[config.mk]
export PLATFORM = sky130hd
export DESIGN_NAME = commutation_gen
export DESIGN_NICKNAME = d
export VERILOG_FILES = /design/src/rtl/comm_pkg.sv /design/src/rtl/comm_offset_fold.sv /design/src/rtl/comm_offset_angle.sv /design/src/rtl/comm_elec_angle.sv /design/src/rtl/comm_track_decode.sv /design/src/rtl/commutation_gen.sv
export SDC_FILE = /design/constraint.sdc
export NUM_CORES = 1
export LEC_CHECK = 0
export CORE_MARGIN = 2
export CORE_UTILIZATION = 50
export CTS_BUF_LIST = sky130_fd_sc_hd__clkbuf_4 sky130_fd_sc_hd__clkbuf_8
export CTS_CLUSTER_SIZE = 28
export DETAILED_ROUTE_END_ITERATION = 8
export DONT_BUFFER_PORTS = 1
export GPL_ROUTABILITY_DRIVEN = 0
export PLACE_DENSITY_LB_ADDON = 0.1
export SETUP_SLACK_MARGIN = 0.1
export SYNTH_ARGS = -nofsm -noshare
export SYNTH_HDL_FRONTEND = slang
export SYNTH_SLANG_ARGS = --single-unit
export TNS_END_PERCENT = 10
[constraint.sdc]
create_clock -name clk_i -period 0.8 [get_ports clk_i]
set_input_delay 0.04 -clock clk_i [delete_from_list [all_inputs] [get_ports clk_i]]
set_output_delay 0.04 -clock clk_i [all_outputs]
set_load 0.02 [all_outputs]
[src/rtl/comm_pkg.sv]
package comm_pkg;

    // Bit positions of the three tracks inside the packed track vector.
    localparam int TRK_U = 0;
    localparam int TRK_V = 1;
    localparam int TRK_W = 2;
    localparam int NUM_TRACKS = 3;

    typedef logic [NUM_TRACKS-1:0] tracks_t;

endpackage

[src/rtl/comm_offset_fold.sv]
// Maps zero codes beyond the valid range back onto earlier positions.
module comm_offset_fold #(
    parameter int OFF_W      = 8,
    parameter int FOLD_START = 192,
    parameter int FOLD_SHIFT = 80
) (
    input  logic [OFF_W-1:0] code_i,
    output logic [OFF_W-1:0] code_o
);
    localparam logic [OFF_W-1:0] START_C = OFF_W'(FOLD_START);
    localparam logic [OFF_W-1:0] SHIFT_C = OFF_W'(FOLD_SHIFT);

    always_comb begin
        if (code_i >= START_C) begin
            code_o = code_i - SHIFT_C;
        end else begin
            code_o = code_i;
        end
    end
endmodule

[src/rtl/comm_offset_angle.sv]
// Converts a position code into an angle: floor(code * 2^ANGLE_W / STEPS).
module comm_offset_angle #(
    parameter int OFF_W   = 8,
    parameter int ANGLE_W = 12,
    parameter int STEPS   = 192
) (
    input  logic [OFF_W-1:0]   code_i,
    output logic [ANGLE_W-1:0] angle_o
);
    localparam int PROD_W = OFF_W + ANGLE_W;
    localparam logic [PROD_W-1:0] DIVISOR = PROD_W'(STEPS);

    logic [PROD_W-1:0] scaled;

    always_comb begin
        scaled  = {code_i, {ANGLE_W{1'b0}}};
        angle_o = ANGLE_W'(scaled / DIVISOR);
    end
endmodule

[src/rtl/comm_elec_angle.sv]
// Shifts the mechanical angle by the offset and scales it to electrical angle.
module comm_elec_angle #(
    parameter int ANGLE_W = 12
) (
    input  logic [ANGLE_W-1:0] angle_i,
    input  logic [ANGLE_W-1:0] offset_i,
    input  logic               four_pole_i,
    output logic [ANGLE_W-1:0] elec_o
);
    logic [ANGLE_W-1:0] shifted;
    logic [ANGLE_W-1:0] doubled;

    always_comb begin
        shifted = angle_i - offset_i;
        doubled = {shifted[ANGLE_W-2:0], 1'b0};
        elec_o  = four_pole_i ? doubled : shifted;
    end
endmodule

[src/rtl/comm_track_decode.sv]
// Each track k is high while (elec - k*FULL/NUM) mod FULL is in the lower half.
module comm_track_decode
    import comm_pkg::*;
#(
    parameter int ANGLE_W = 12
) (
    input  logic [ANGLE_W-1:0] elec_i,
    output tracks_t            tracks_o
);
    localparam int FULL = 1 << ANGLE_W;

    for (genvar k = 0; k < NUM_TRACKS; k++) begin : g_track
        localparam logic [ANGLE_W-1:0] PHASE = ANGLE_W'((k * FULL) / NUM_TRACKS);
        logic [ANGLE_W-1:0] rel;
        assign rel         = elec_i - PHASE;
        assign tracks_o[k] = ~rel[ANGLE_W-1];
    end
endmodule

[src/rtl/commutation_gen.sv]
module commutation_gen
    import comm_pkg::*;
#(
    parameter int ANGLE_W    = 12,
    parameter int OFF_W      = 8,
    parameter int STEPS      = 192,
    parameter int FOLD_START = 192,
    parameter int FOLD_SHIFT = 80
) (
    input  logic               clk_i,
    input  logic               rst_ni,
    input  logic [ANGLE_W-1:0] angle_i,
    input  logic               four_pole_i,
    input  logic [OFF_W-1:0]   zero_code_i,
    output logic               u_o,
    output logic               v_o,
    output logic               w_o
);
    localparam logic [1:0] AGE_MAX = 2'd2;

    typedef struct packed {
        tracks_t    tracks;
        logic [1:0] age;     // updates since reset, saturating; used by checks
    } state_t;

    logic [OFF_W-1:0]   code_folded;
    logic [ANGLE_W-1:0] offset_angle;
    logic [ANGLE_W-1:0] elec_angle;
    tracks_t            tracks_comb;
    state_t             state_d, state_q;

    comm_offset_fold #(
        .OFF_W      (OFF_W),
        .FOLD_START (FOLD_START),
        .FOLD_SHIFT (FOLD_SHIFT)
    ) i_fold (
        .code_i (zero_code_i),
        .code_o (code_folded)
    );

    comm_offset_angle #(
        .OFF_W   (OFF_W),
        .ANGLE_W (ANGLE_W),
        .STEPS   (STEPS)
    ) i_offset (
        .code_i  (code_folded),
        .angle_o (offset_angle)
    );

    comm_elec_angle #(
        .ANGLE_W (ANGLE_W)
    ) i_elec (
        .angle_i     (angle_i),
        .offset_i    (offset_angle),
        .four_pole_i (four_pole_i),
        .elec_o      (elec_angle)
    );

    comm_track_decode #(
        .ANGLE_W (ANGLE_W)
    ) i_decode (
        .elec_i   (elec_angle),
        .tracks_o (tracks_comb)
    );

    always_comb begin
        state_d        = state_q;
        state_d.tracks = tracks_comb;
        if (state_q.age != AGE_MAX) begin
            state_d.age = state_q.age + 2'd1;
        end
    end

    always_ff @(posedge clk_i or negedge rst_ni) begin
        if (!rst_ni) begin
            state_q <= '0;
        end else begin
            state_q <= state_d;
        end
    end

    assign u_o = state_q.tracks[TRK_U];
    assign v_o = state_q.tracks[TRK_V];
    assign w_o = state_q.tracks[TRK_W];

    // reset forces all tracks low
    assert_reset_low_R1: assert property (@(posedge clk_i)
        !rst_ni |=> ({u_o, v_o, w_o} == 3'b000));

    // no all-equal pattern once running
    assert_no_flat_pattern_R9: assert property (@(posedge clk_i) disable iff (!rst_ni)
        (state_q.age != 2'd0) |-> ({u_o, v_o, w_o} != 3'b000 && {u_o, v_o, w_o} != 3'b111));

    // unit angle step toggles at most one track
    assert_single_toggle_R10: assert property (@(posedge clk_i) disable iff (!rst_ni)
        (state_q.age == AGE_MAX) && (ANGLE_W'(angle_i - $past(angle_i)) == ANGLE_W'(1))
        && $stable(four_pole_i) && $stable(zero_code_i)
        |=> ($countones({u_o, v_o, w_o} ^ $past({u_o, v_o, w_o})) <= 1));

    // held inputs give held outputs
    assert_hold_stable_R11: assert property (@(posedge clk_i) disable iff (!rst_ni)
        (state_q.age == AGE_MAX) && $stable(angle_i) && $stable(four_pole_i)
        && $stable(zero_code_i) |=> $stable({u_o, v_o, w_o}));
endmodule

==> results.cfg, run 1 <==
[detailed_routing]
antenna_left = 0
routedWlPerCell_um = 14.83
routed_wl_mm = 7.576
firstDrtPassIters = 4
drt_iter0_markers = 132
drc = 0
vias_per_cell = 5.998
vias = 3065

[die]
num_io_pins = 26
core.rowCount = 25
die_w_um = 73.59
initial_core_util_pct = 51.60
die-area_um2 = 5415
coreArea_um2 = 4692
die_h_um = 73.59

[cts]
cts_made_buffers = 3
cts_buffer_depth = 2
htree_levels = 1
numClockSinks = 3
ctsHoldBuffers = 1
cts_tree = built
cts.clk_slew.worst_paths_ns = 0.03
root_buffer = clkbuf_8

[sta]
relSlewSlack_pct = 68.74
slew_viol_final = 0
setup_viol = 3
setup_ws_ns = -7.898
hold_viol = 1
clock.fmax_mhz = 115.0
worst_pin_slew_ns = 0.4689
whs_ns = -0.05264
period_share_pct = 1087
finalCriticalPeriod_ns = 8.698
rsz0062_at_grt = yes

[placement]
port_buffers = 0
dp_slack_ns = -8.191
hpwl_mm = 6.031

[worst_setup_path]
criticalPathCategory = in -> reg
crit_fanout = 17
startpoint_type = input port
slowest_delay_ns = 0.36
crit_path_top_delay_cell = fa_2
critPathMostFrequentCell = ha_2
arrival_ns = 8.79
crit_path_end_kind = register
critPathRequiredTime_ns = 0.89

[final_layout]
final_nets = 500
drive_above_1_share_pct = 45.73
fill_cells = 342
fin_util_pct = 78.48
multi_input_area_um2 = 2447
seqCellArea_um2 = 75.07
syn2layout_area_growth_pct = 52.09
antennaDiodeCount = 0

[hold_path]
hold_path_class = in -> reg

[power_and_ir_drop]
combPwrFrac_pct = 90.1
p_total_uw = 8300
pwr_density_cell_nw_per_um2 = 2254
p_seq_share_pct = 4.0
pwr-share-clk_pct = 5.9
ir_worst_vdd_uv = 1699
p_switching_uw = 3860
power.leakage_uw = 0.001647
switching_share_pct = 46.50
power.internal_uw = 4440

[flow_run]
maxCapViolations = 0

[logic_synthesis]
syn-num-nets = 382
synth_ff_type = dfrtp_1
yosys_warnings = 0
synth-seq-area-share_pct = 3.101
ys_ff_latch = 3
async_reset_ff_share_pct = 100.0
synth_mux_area_share_pct = 2.274
synthAdderAreaFrac_pct = 10.13
ys_top_cells_by_area = ha_1 9.3%, a21oi_1 5.0%, nand2_1 4.3%
synth_edf_count = 0
post-synth-top-area-cell = ha_1
synthXorXnorAreaFrac_pct = 7.235
yosys.cell_types.count = 83
synth-simple-area-share_pct = 28.32
netlist_area_um2 = 2421
syn_avg_cell_area_um2 = 7.121
synth_top_family_by_area = compound AO/OA/AOI/OAI gates
synth_top_cell_area_share_pct = 9.302
syn-instance-count = 340
synth_compound_area_share_pct = 42.12

[grt]
grt_max_degree = 18
grt_pass1_vias = 2885
track_usage_pct = 27.51
antenna_found_initial = 0
grt_pass1_wl_mm = 12.22
overflow = 0

[run_status]
violations = negative hold slack, negative setup slack
status = finished with violations
-- worst max-delay path: cells and delay by family --
| family | cells | cell delay (ns) |
|---|---|---|
| AOI/OAI and AO/OA | 17 | 2.60 |
| xor gates and xnor gates | 5 | 0.77 |
| adders and majority gates | 8 | 1.81 |
| buffers and inverters | 9 | 0.76 |
| muxes | 1 | 0.27 |
| and+or+nand+nor | 19 | 2.55 |
-- logic make-up after synthesis --
| kind of cell | count (synthesis) |
|---|---|
| AOI/OAI and AO/OA | 132 |
| xor gates and xnor gates | 20 |
| adders and majority gates | 19 |
| buffers and inverters | 36 |
| DFF | 3 |
| muxes | 5 |
| and+or+nand+nor | 125 |
-- final timing paths --
check,start,endpoint,slack [ns],depth (start not counted)
max,zero_code_i[4],v_o$_DFF_PN0_,-7.90,59
min,four_pole_i,u_o$_DFF_PN0_,-0.05,1
max in group asynchronous,rst_ni,w_o$_DFF_PN0_,0.59,1
min in group asynchronous,rst_ni,v_o$_DFF_PN0_,0.07,1
-- registers in the layout (all words and copies together), names as in the netlist --
signal and flops:
u_o 1, w_o 1, v_o 1
-- metrics by stage --
stage / setup TNS (ns) / cell area [um2] / cells
after floorplan: -24.94 / 2623 / 340
after global placement: -23.95 / 3487 / 500
after detailed placement: -24.43 / 3487 / 500
after CTS: -23.00 / 3660 / 511
after global routing: -25.02 / 3682 / 511
final: -23.12 / 3682 / 511
-- repair_timing --
action | 4_1_cts | 5_1_grt
hold endpoints to repair | 4 | 1
endpoints found under the setup margin | 3 | 6
pin swaps | 22 | 3
buffers inserted | 6 | 0
resized for setup | 16 | 5
-- synth_stat cells, drive strengths merged (3+ instances only) --
master and count:
inv 22, nor3 10, a21o 9, nand2 29, o22ai 5, dfrtp 3, nand4 4, nor4 3
nand2b 8, buf 9, and2 6, a31o 4, or2 4, a32oi 5, ha 18, o211ai 6
and3 4, o2111a 3, nand3 11, nor2 27, a31oi 8, o21bai 3, o21ai 23, a21oi 26
xor2 11, a22oi 3, nor2b 6, mux2i 4, a211oi 7, o31ai 5, or3 3, xnor2 9
clkbuf 5
-- metal layers --
layer	wire length [um]	vias up	GRT usage, %
met5	0	-	0
met4	65	0	4.444
met3	267	9	1.372
met2	3795	71	51.98
met1	3449	1447	34.51
li1	-	1538	-
-- placed cells by master, fill, tap and decap left out, types with 6 or more instances in the layout --
cell,count
a21o_1,9
a21oi_1,18
a21oi_2,6
buf_4,126
ha_1,10
ha_2,6
inv_1,16
nand2_1,28
nand2b_1,8
nand3_1,8
nor2_1,23
o211ai_1,6
o21ai_0,16
xnor2_1,6
xor2_1,9
-- final cells by class --
type	instances	share of cell area [%]
Sequential cell	3	2.039
Timing Repair Buffer	127	25.96
Tap cell	54	1.835
Clock buffer	4	1.325
Inverter	22	2.379
Multi-Input combinational cell	301	66.46
-- power by group through the flow --
stage	logic, uW	registers, uW	clock network [uW]
6_report	7480	334	486
5_1_grt	8090	347	510
4_1_cts	7330	334	492
3_5_place_dp	7000	335	0
3_3_place_gp	6810	335	0
2_1_floorplan	4370	333	0
Power figures use the tool's default switching activity.
==> inputs of run 2 (changes only) <==
==> constraint.sdc (replaced) <==
create_clock -name clk_i -period 10.5 [get_ports clk_i]
set_input_delay 0.525 -clock clk_i [delete_from_list [all_inputs] [get_ports clk_i]]
set_output_delay 0.525 -clock clk_i [all_outputs]
set_load 0.02 [all_outputs]
==> results.cfg, run 2 (synthesis gave the netlist of run 1 again) <==
[placement]
dp_cells = 396
hpwl_mm = 4.893
port_buffers = 0
postPlaceCellArea_um2 = 2575
dp_slack_ns = -0.3150

[die]
die-area_um2 = 5415
core.rowCount = 25
num_io_pins = 26
die_w_um = 73.59
die_h_um = 73.59
initial_core_util_pct = 51.60
coreArea_um2 = 4692

[sta]
relSlewSlack_pct = 64.56
rsz0062_at_grt = no
clock.fmax_mhz = 101.5
finalCriticalPeriod_ns = 9.854
worst_pin_slew_ns = 0.5268
setup_ws_ns = 0.6458
slew_viol_final = 0
whs_ns = 0.5188
setup_viol = 0
hold_viol = 0
period_share_pct = 93.85

[detailed_routing]
vias = 2701
vias_per_cell = 6.446
routed_wl_mm = 6.638
drc = 0
drt_iter0_markers = 116
routedWlPerCell_um = 15.84
firstDrtPassIters = 5
antenna_left = 0

[final_layout]
final_cell_mix = 34 x buf_4, 28 x nand2_1, 24 x nor2_1, 20 x a21oi_1, 20 x inv_1
fill_cells = 450
mostFrequentLayoutCell = buf_4
antennaDiodeCount = 0
design_area_um2 = 2912
final-instance-count-excl-fill = 419
syn2layout_area_growth_pct = 20.26
multi_input_area_um2 = 2372
drive_above_1_share_pct = 29.86
final_nets = 408
seqCellArea_um2 = 75.07

[power_and_ir_drop]
power.leakage_uw = 0.001191
pwr_density_cell_nw_per_um2 = 169.7
ir_worst_vdd_uv = 79.84

[grt]
grt_pass1_vias = 2323
grt_max_degree = 18
track_usage_pct = 23.18
antenna_found_initial = 0
grt_pass1_wl_mm = 10.43
overflow = 0

[worst_setup_path]
crit_path_top_delay_cell = nor4bb_1
crit_path_end_kind = register
arrival_ns = 10.00
startpoint_type = input port
crit_fanout = 14
critPathMostFrequentCell = ha_2
criticalPathCategory = in -> reg
critPathRequiredTime_ns = 10.65
slowest_delay_ns = 0.33

[run_status]
status = finished, final reports clean

[cts]
root_buffer = clkbuf_8
numClockSinks = 3
cts_buffer_depth = 2
cts_made_buffers = 3
htree_levels = 1
cts_tree = built
cts.clk_slew.worst_paths_ns = 0.03

[hold_path]
hold_path_class = in -> reg

[flow_run]
maxCapViolations = 0
run 2: changes by cell type in the layout (fill, tap and decap cells not counted), moves of 2 or more:
cell / before / now
inv_1: 16 / 20
nor3_4: 3 / 1
buf_4: 126 / 34
a21oi_1: 18 / 20
o21ai_1: 5 / 1
o21ai_0: 16 / 19
nor3_2: 2 / 4
inv_4: 2 / 0
inv_2: 4 / 2
run 2: worst max-delay path, delay by kind of cell:
family | cells | cell delay [ns]
buffers and inverters | 5 | 0.44
xor gates and xnor gates | 5 | 0.82
adders and majority gates | 9 | 1.94
and+or+nand+nor | 17 | 2.58
muxes | 1 | 0.30
AOI/OAI and AO/OA | 21 | 3.39
run 2: final timing paths:
path | endpoint | slack, ns | depth (start not counted) | start
hold / removal | w_o$_DFF_PN0_ | 0.52 | 2 | four_pole_i
max in group asynchronous | w_o$_DFF_PN0_ | 9.80 | 1 | rst_ni
min in group asynchronous | v_o$_DFF_PN0_ | 0.55 | 1 | rst_ni
setup / recovery | v_o$_DFF_PN0_ | 0.65 | 58 | zero_code_i[5]
run 2: through the flow:
step           power (uW)  utilization (%)  setup TNS, ns
2_1_floorplan       336.7                -              0
3_3_place_gp        398.9            54.88        -0.5109
3_5_place_dp        403.4            54.88        -0.8247
4_1_cts             450.5            56.75              0
5_1_grt             539.9            62.05              0
6_report            494.2            62.05              0
run 2: per-layer routing:
metal / vias up / wire length (um) / share of wire (%) / global-route usage, %
met3: 6 / 291 / 4.4 / 1.372
met5: - / 0 / 0 / 0
met1: 1267 / 3204 / 48 / 34.04
li1: 1351 / - / - / -
met4: 0 / 62 / 0.93 / 4.646
met2: 77 / 3079 / 46 / 37.20
run 2: repair_timing:
item | in CTS | in global routing
hold buffers | 1 | 0
endpoints found under the hold margin | 3 | 0
setup endpoints to repair | 3 | 3
setup buffers | 2 | 16
gates resized for setup | 6 | 29
pin swaps | 3 | 26
run 2: where the power goes:
group	internal [uW]	total [uW]	leakage (uW)	switching, uW
sequential	17.2	25.4	0.0000350	8.20
clock	28.6	37.4	0.0000262	8.82
combinational	192	431	0.00113	239
run 2: area by class of cell:
class,instances,area share [%]
multi-input combinational,301,81.48
clock buffer,4,1.676
tap,54,2.321
inverter,22,2.836
sequential,3,2.578
timing repair buffer,35,9.110
==> inputs of run 3 (changes only) <==
--- a/config.mk
+++ b/config.mk
@@ -5,6 +5,7 @@
 export SDC_FILE = /design/constraint.sdc
 export NUM_CORES = 1
 export LEC_CHECK = 0
+export ABC_AREA = 1
 export CORE_MARGIN = 2
 export CORE_UTILIZATION = 50
 export CTS_BUF_LIST = sky130_fd_sc_hd__clkbuf_4 sky130_fd_sc_hd__clkbuf_8
==> results.cfg, run 3 <==
[logic_synthesis]
ys_top_cells_by_area = nand2_1 16%, ha_1 12%, inv_1 9.6%
syn_avg_cell_area_um2 = 5.873
synth_edf_count = 0
ys_ff_latch = 3
synth-seq-area-share_pct = 3.909
yosysMostFrequentCell = nand2_1
yosys_warnings = 0
netlist_top_cells_count = 82 x nand2_1, 49 x inv_1, 27 x nand3_1
async_reset_ff_share_pct = 100.0
syn-instance-count = 327
netlist_area_um2 = 1921
synth_top_cell_area_share_pct = 16.03
synth_ff_type = dfrtp_1
yosys.cell_types.count = 35
syn-num-nets = 369
post-synth-top-area-cell = nand2_1

[detailed_routing]
drt_iter0_markers = 57
vias_per_cell = 5.008
routed_wl_mm = 3.637
routedWlPerCell_um = 9.647
drc = 0
vias = 1888
antenna_left = 0
firstDrtPassIters = 4

[power_and_ir_drop]
p_switching_uw = 279.4
pwr-share-clk_pct = 7.7
power.leakage_uw = 0.001171
power.internal_uw = 192.0
ir_worst_vdd_uv = 133.8
pwr_density_cell_nw_per_um2 = 233.2
combPwrFrac_pct = 86.7
switching_share_pct = 59.28
p_seq_share_pct = 5.6

[grt]
grt_pass1_vias = 1746
antenna_found_initial = 0
grt_pass1_wl_mm = 6.741
grt_max_degree = 17
overflow = 0
track_usage_pct = 18.38

[cts]
cts_setup_buffers = 0
cts_resized = 0
htree_levels = 1
root_buffer = clkbuf_8
cts_buffer_depth = 2
cts.clk_slew.worst_paths_ns = 0.03
cts_tree = built
cts_made_buffers = 3
ctsHoldBuffers = 0
numClockSinks = 3

[final_layout]
antennaDiodeCount = 0
final_cell_mix = 82 x nand2_1, 49 x inv_1, 27 x nand3_1, 21 x a21oi_1
syn2layout_area_growth_pct = 5.277
design_area_um2 = 2022
drive_above_1_share_pct = 20.67
mostFrequentLayoutCell = nand2_1
final_nets = 372

[die]
initial_core_util_pct = 52.07
coreArea_um2 = 3689
die_w_um = 65.98
num_io_pins = 26
die-area_um2 = 4353
die_h_um = 65.98
core.rowCount = 22

[sta]
slew_viol_final = 0
period_share_pct = 84.86
setup-tns-final_ns = 0
setup_viol = 0
finalCriticalPeriod_ns = 8.910
hold_viol = 0
clock.fmax_mhz = 112.2
rsz0062_at_grt = no
relSlewSlack_pct = 71.84
worst_pin_slew_ns = 0.4193

[worst_setup_path]
arrival_ns = 9.04
critPathRequiredTime_ns = 10.63
cpLargestDelayFamily = simple AND/OR/NAND/NOR gates
crit_path_end_kind = register
crit_path_top_delay_cell = o21ai_0
crit_fanout = 8
slowest_delay_ns = 0.35
startpoint_type = input port
critPathMostFrequentCell = nand2_1
cp_num_buf_inv = 6
criticalPathCategory = in -> reg

[flow_run]
maxCapViolations = 0

[placement]
port_buffers = 0
hpwl_mm = 3.166
postPlaceCellArea_um2 = 1973

[run_status]
status = finished, final reports clean

[hold_path]
hold_path_class = in -> async
[run 3: kinds of logic (layout without fill, tap and decap cells)]
| logic type | Yosys count | in the layout | share of synthesized area, % |
|---|---|---|---|
| compound gates | 54 | 54 | 16.29 |
| xor+xnor | 16 | 16 | 7.687 |
| fa+ha+maj | 19 | 19 | 12.77 |
| buf+inv | 63 | 65 | 12.31 |
| flops | 3 | 3 | 3.909 |
| mux | 2 | 2 | 1.042 |
| simple gates | 170 | 170 | 45.99 |
[run 3: power by group through the flow]
stage / Clock [uW] / Combinational, uW / Sequential, uW
4_1_cts: 36.1 / 410 / 26.5
3_5_place_dp: 0 / 408 / 26.6
3_3_place_gp: 0 / 405 / 26.4
2_1_floorplan: 0 / 353 / 26.1
6_report: 36.5 / 409 / 26.2
5_1_grt: 37.3 / 474 / 27.0
[run 3: how the worst max path moves through the flow]
stage,startpoint,end,depth (start not counted)
final,zero_code_i[4],w_o$_DFF_PN0_,67
after detailed placement,zero_code_i[4],w_o$_DFF_PN0_,64
after CTS,zero_code_i[4],w_o$_DFF_PN0_,64
after floorplan,zero_code_i[4],v_o$_DFF_PN0_,64
after global placement,zero_code_i[4],w_o$_DFF_PN0_,64
after global routing,zero_code_i[4],w_o$_DFF_PN0_,67
[run 3: metrics by stage]
step / util (%) / hold WS (ns) / power [uW] / setup slack, ns / instances
after floorplan: - / 0.2294 / 378.6 / 2.405 / 327
after global placement: 53.49 / 0.2295 / 431.5 / 1.440 / 373
after detailed placement: 53.49 / 0.2295 / 435.0 / 1.354 / 373
after CTS: 54.82 / 0.006393 / 472.7 / 1.543 / 377
after global routing: 54.82 / 0.001256 / 537.9 / 0.4516 / 377
final: 54.82 / 0.004910 / 471.4 / 1.590 / 377
[run 3: per-layer routing]
metal	track usage (%)	wire, um	vias to the layer above
li1	-	-	1053
met1	24.77	1894	799
met2	32.70	1579	36
met3	1.874	163	0
met4	1.531	0	0
met5	0	0	-
[run 3: area by class of cell]
| cell class | count | area (um2) |
|---|---|---|
| Fill cell | 423 | 1667 |
| Multi-Input combinational cell | 261 | 1609 |
| Inverter | 61 | 229.0 |
| Sequential cell | 3 | 75.07 |
| Tap cell | 48 | 60.06 |
| Clock buffer | 4 | 48.80 |
